`src/rtl/dacif_pkg.sv`:
```
package dacif_pkg;
    localparam int CODE_W = 12;
    localparam int BYTE_W = 8;
    localparam int NIB_W  = CODE_W - BYTE_W;

    typedef enum logic [1:0] {
        ACT_NONE = 2'd0,
        ACT_LO   = 2'd1,
        ACT_HI   = 2'd2,
        ACT_XFER = 2'd3
    } act_e;

    typedef struct packed {
        logic [BYTE_W-1:0] data;
        logic              wr_n;
        logic              cs_hi_n;
        logic              cs_lo_n;
        logic              ld_n;
        logic              ovr_n;
        logic              ctl;
    } pins_t;

    localparam int PINS_W = $bits(pins_t);

    typedef struct packed {
        act_e              act;
        logic              load;
        logic              right;
        logic [BYTE_W-1:0] data;
    } cmd_t;

    function automatic logic [CODE_W-1:0] merge_byte(
        input logic [CODE_W-1:0] cur,
        input logic [BYTE_W-1:0] b,
        input logic              is_hi,
        input logic              right
    );
        logic [CODE_W-1:0] w;
        w = cur;
        if (!right && is_hi)       w[CODE_W-1 -: BYTE_W] = b;
        else if (!right && !is_hi) w[NIB_W-1:0]          = b[BYTE_W-1 -: NIB_W];
        else if (right && is_hi)   w[CODE_W-1 -: NIB_W]  = b[NIB_W-1:0];
        else                       w[BYTE_W-1:0]         = b;
        return w;
    endfunction
endpackage

```
`src/rtl/dacif_sync.sv`:
```
module dacif_sync #(
    parameter int             W       = 1,
    parameter int             STAGES  = 2,
    parameter logic [W-1:0]   RST_VAL = '0
) (
    input  logic         clk,
    input  logic         rst,
    input  logic [W-1:0] d,
    output logic [W-1:0] q
);
    logic [W-1:0] stg [STAGES];

    for (genvar g = 0; g < STAGES; g++) begin : g_stage
        if (g == 0) begin : g_first
            always_ff @(posedge clk) begin
                if (rst) stg[g] <= RST_VAL;
                else     stg[g] <= d;
            end
        end else begin : g_next
            always_ff @(posedge clk) begin
                if (rst) stg[g] <= RST_VAL;
                else     stg[g] <= stg[g-1];
            end
        end
    end

    assign q = stg[STAGES-1];
endmodule

```
`src/rtl/dacif_decode.sv`:
```
module dacif_decode
    import dacif_pkg::*;
(
    input  logic  clk,
    input  logic  rst,
    input  pins_t pins,
    output cmd_t  cmd
);
    logic wr_prev;
    logic wr_fall;

    always_ff @(posedge clk) begin
        if (rst) wr_prev <= 1'b1;
        else     wr_prev <= pins.wr_n;
    end

    assign wr_fall = wr_prev & ~pins.wr_n;

    always_comb begin
        cmd.act   = ACT_NONE;
        cmd.load  = 1'b0;
        cmd.right = pins.ctl;
        cmd.data  = pins.data;
        if (wr_fall) begin
            unique case ({pins.cs_hi_n, pins.cs_lo_n})
                2'b10: begin cmd.act = ACT_LO; cmd.load = ~pins.ld_n; end
                2'b01: begin cmd.act = ACT_HI; cmd.load = ~pins.ld_n; end
                2'b11: begin
                    if (!pins.ld_n) begin
                        cmd.act  = ACT_XFER;
                        cmd.load = 1'b1;
                    end
                end
                default: ;
            endcase
        end
    end
endmodule

```
`src/rtl/dacif_regs.sv`:
```
module dacif_regs
    import dacif_pkg::*;
(
    input  logic              clk,
    input  logic              rst,
    input  cmd_t              cmd,
    output logic [CODE_W-1:0] in_q,
    output logic [CODE_W-1:0] dac_q
);
    logic [CODE_W-1:0] in_next;

    always_comb begin
        unique case (cmd.act)
            ACT_LO:  in_next = merge_byte(in_q, cmd.data, 1'b0, cmd.right);
            ACT_HI:  in_next = merge_byte(in_q, cmd.data, 1'b1, cmd.right);
            default: in_next = in_q;
        endcase
    end

    always_ff @(posedge clk) begin
        if (rst) begin
            in_q  <= '0;
            dac_q <= '0;
        end else begin
            in_q <= in_next;
            if (cmd.load) dac_q <= in_next;
        end
    end
endmodule

```
`src/rtl/dacif_top.sv`:
```
module dacif_top
    import dacif_pkg::*;
#(
    parameter int SYNC_STAGES = 2
) (
    input  logic              clk,
    input  logic              rst,
    input  logic [BYTE_W-1:0] bus_d,
    input  logic              wr_n,
    input  logic              cs_hi_n,
    input  logic              cs_lo_n,
    input  logic              ld_n,
    input  logic              ovr_n,
    input  logic              ctl,
    output logic [CODE_W-1:0] dac_code,
    output logic [CODE_W-1:0] in_word,
    output logic [CODE_W-1:0] dac_word
);
    localparam pins_t PINS_IDLE = '{data: '0, wr_n: 1'b1, cs_hi_n: 1'b1,
                                    cs_lo_n: 1'b1, ld_n: 1'b1, ovr_n: 1'b1, ctl: 1'b0};

    pins_t pins_raw;
    pins_t pins_s;
    cmd_t  cmd;
    logic  wr_s;
    logic  ovr_s;
    logic  ctl_s;

    assign pins_raw = '{data: bus_d, wr_n: wr_n, cs_hi_n: cs_hi_n,
                        cs_lo_n: cs_lo_n, ld_n: ld_n, ovr_n: ovr_n, ctl: ctl};

    dacif_sync #(
        .W       (PINS_W),
        .STAGES  (SYNC_STAGES),
        .RST_VAL (PINS_IDLE)
    ) u_sync (
        .clk (clk),
        .rst (rst),
        .d   (pins_raw),
        .q   (pins_s)
    );

    assign wr_s  = pins_s.wr_n;
    assign ovr_s = pins_s.ovr_n;
    assign ctl_s = pins_s.ctl;

    dacif_decode u_dec (
        .clk  (clk),
        .rst  (rst),
        .pins (pins_s),
        .cmd  (cmd)
    );

    dacif_regs u_regs (
        .clk   (clk),
        .rst   (rst),
        .cmd   (cmd),
        .in_q  (in_word),
        .dac_q (dac_word)
    );

    always_comb begin
        if (ovr_s) dac_code = dac_word;
        else       dac_code = {CODE_W{ctl_s}};
    end
endmodule

```
`config.mk`:
```
export PLATFORM = sky130hd
export DESIGN_NAME = dacif_top
export DESIGN_NICKNAME = d
export VERILOG_FILES = /design/src/rtl/dacif_pkg.sv /design/src/rtl/dacif_sync.sv /design/src/rtl/dacif_decode.sv /design/src/rtl/dacif_regs.sv /design/src/rtl/dacif_top.sv
export SDC_FILE = /design/constraint.sdc
export NUM_CORES = 1
export LEC_CHECK = 0
export ABC_CLOCK_PERIOD_IN_PS = 2100
export BUFFER_PORTS_ARGS = -buffer_cell sky130_fd_sc_hd__buf_2
export CAP_MARGIN = 0
export CORE_UTILIZATION = 46
export CTS_CLUSTER_DIAMETER = 120
export DETAILED_ROUTE_END_ITERATION = 7
export GPL_ROUTABILITY_DRIVEN = 0
export HOLD_SLACK_MARGIN = 0.15
export PLACE_DENSITY = 0.74
export SLEW_MARGIN = 20
export SYNTH_ARGS = -nofsm -noshare
export SYNTH_HDL_FRONTEND = slang
export SYNTH_SLANG_ARGS = --single-unit
```
`constraint.sdc`:
```
create_clock -name clk -period 2.1 [get_ports clk]
set_clock_uncertainty 0.1 [all_clocks]
set_input_delay 0.63 -clock clk [delete_from_list [all_inputs] [get_ports clk]]
set_output_delay 0.63 -clock clk [all_outputs]
set_load 0.02 [all_outputs]
```
==> reports/qor.csv <==
metric,value,unit
avgSynthCellArea,9.68,µm²
fin_util,58.4,%
cts_hold_buf,0,
die_w,66.7,µm
r2r_end,u_regs.dac_q[2],
cts_setup_buffers,0,
drc_errors,0,
area_growth,21.2,%
rsz0062_at_grt,true,
power.leakage,1.07,nW
slew_viol_final,0,
grt_pass1_vias,1276,
slew_headroom,70.5,%
fin_tns_setup,0,ns
ctsResizeCount,0,
synthesis.nets,217,
synth-main-ff-cell,dfxtp_1,
drive_gt1_share,34.7,%
overflow,0,
cp_data_arrival_time,2.08,ns
ir_drop,456,µV
path_class,reg -> reg,
grt_pass1_wl,5710,µm
finalHoldViolations,0,
cts_buffer_depth,2,
synth_edf_count,0,
grt_max_degree,54,
rr_worst_depth,7,
clock_sinks,53,
path_clk_slew,0.10,ns
tightest_slew,0.443,ns
dieArea,4450,µm²
drv_cap,0,
rows,23,
nets,268,
netlist_area,1930,µm²
cts-root-buf,clkbuf_8,
wl,3670,µm
numPortBuffers,51,
fill_cells,359,
synth_seq_cells,53,
postSynthCellCount,199,
final_common_cell,dfxtp_1,
hold_depth,1,
reg2reg_slack,0.09,ns
layout_common_cells,"53 x dfxtp_1, 51 x buf_2, 26 x nand2_1",
coreArea,4000,µm²
regArea,1060,µm²
cts_tree,yes,
r2r_start,u_dec.wr_prev,
crit_path_end_kind,flop,
holdCritStartpoint,u_sync.stg[0][3],
ys_seq_area_share,55.1,%
synth_top_family_by_area,simple AND/OR/NAND/NOR gates,
drt-pass1-iter-count,4,
power,0.00172,W
multi_input_area,801,µm²
hp-class,reg -> reg,
min_period,2.01,ns
cellPowerDensity,735,nW/µm²
finalNonFillerCells,301,
place_hpwl,2650,µm
first_iter_violations,195,
synthAdderAreaFrac,1.30,%
synthXorXnorAreaFrac,0,%
yosys_warnings,0,
synth_compound_gate_area_share,15.3,%
postRouteAntennaNets,0,
fin_crit_sh,95.7,%
min_to,u_sync.stg[1][3],
synth_mux_area_share,3.12,%
grt.total_usage,17.3,%
pin_count,52,
yosys.area_share.simple,21.6,%
insertedDiodeCount,0,
cp_max_fo,7,
cts_made_buffers,5,
synth.distinct_cells,27,
die_h,66.7,µm
synth_async_sr_flop_share,0,%
fmax,498,MHz
htree_levels,2,
finalSetupViolations,0,
dp_cells,293,
initial_utilization,48.1,%
vias,1518,
hold_ws,0.322,ns
wl_per_cell,12.2,µm
cp-start-kind,flop,
antenna_found_initial,0,
viasPerCell,5.04,
status,"finished, final reports clean",
clk_latency,0.30,ns
cp.required,2.17,ns
worst max-delay path: stages, from the launching register on:
cell      delay [ns]
dfxtp_1         0.32
nor2b_2         0.18
and3_1          0.21
inv_1           0.05
ha_1            0.27
or2_2           0.35
a22oi_1         0.28
a211oi_1        0.12
worst max path at each step:
stage / startpoint / end / slack (ns) / cells past startpoint
after CTS: u_sync.stg[1][1] / dac_code[3] / 0.06 / 3
final: u_dec.wr_prev / u_regs.dac_q[2] / 0.09 / 7
after global placement: u_dec.wr_prev / u_regs.dac_q[2] / 0.16 / 7
after global routing: u_dec.wr_prev / u_regs.dac_q[0] / -0.02 / 7
after detailed placement: u_dec.wr_prev / u_regs.dac_q[0] / 0.13 / 6
after floorplan: u_dec.wr_prev / u_regs.dac_q[0] / 0.04 / 8
logic make-up (layout without fill, tap and decap cells):
kind of cell,count (synthesis),after routing
DFF,53,53
AOI/OAI and AO/OA,45,45
muxes,5,5
and+or+nand+nor,79,79
adders and majority gates,2,2
buffers and inverters,15,67
synth_stat cells (2+ instances only):
library cell	instances	area, µm²
and2b_1	2	15.0
nor2_1	8	30.0
nand3_1	4	20.0
a22oi_1	8	60.1
nand3b_1	3	22.5
or2_2	13	81.3
a21o_1	3	22.5
inv_1	2	7.51
dfxtp_1	53	1060
o21ai_0	4	20.0
ha_1	2	25.0
buf_2	4	20.0
a211oi_1	8	60.1
nor2b_1	19	119
clkbuf_1	8	30.0
nand2_1	26	97.6
a311oi_1	4	35.0
mux2_2	4	45.0
a21oi_1	16	80.1
metal layers:
metal / share of wire, % / track usage (%)
met5: 0 / 0
met4: 1.4 / 7.18
met3: 4.5 / 3.60
met2: 47 / 28.9
met1: 47 / 21.4
report_power, final:
group,internal (W),switching [W],leakage (nW)
Clock,0.000237,0.000324,0.0445
Sequential,0.00103,0.0000116,0.434
Combinational,0.0000514,0.0000581,0.596
metrics by stage:
step | instance area [µm²] | setup slack (ns)
2_1_floorplan | 1930 | 0.0427
3_3_place_gp | 2240 | 0.161
3_5_place_dp | 2240 | 0.133
4_1_cts | 2330 | 0.0646
5_1_grt | 2330 | -0.0249
6_report | 2330 | 0.0905
state kept, by name (all words and copies together) (netlist names):
signal,flops
u_sync.stg,28
u_regs.in_q,12
u_dec.wr_prev,1
u_regs.dac_q,12
cell type report:
class / instances / share of cell area, %
tap: 50 / 2.68
sequential: 53 / 45.4
timing repair buffer: 57 / 13.4
inverter: 2 / 0.322
multi-input combinational: 131 / 34.3
clock buffer: 5 / 2.95
clock inverter: 3 / 0.911
Power figures use the tool's default switching activity.
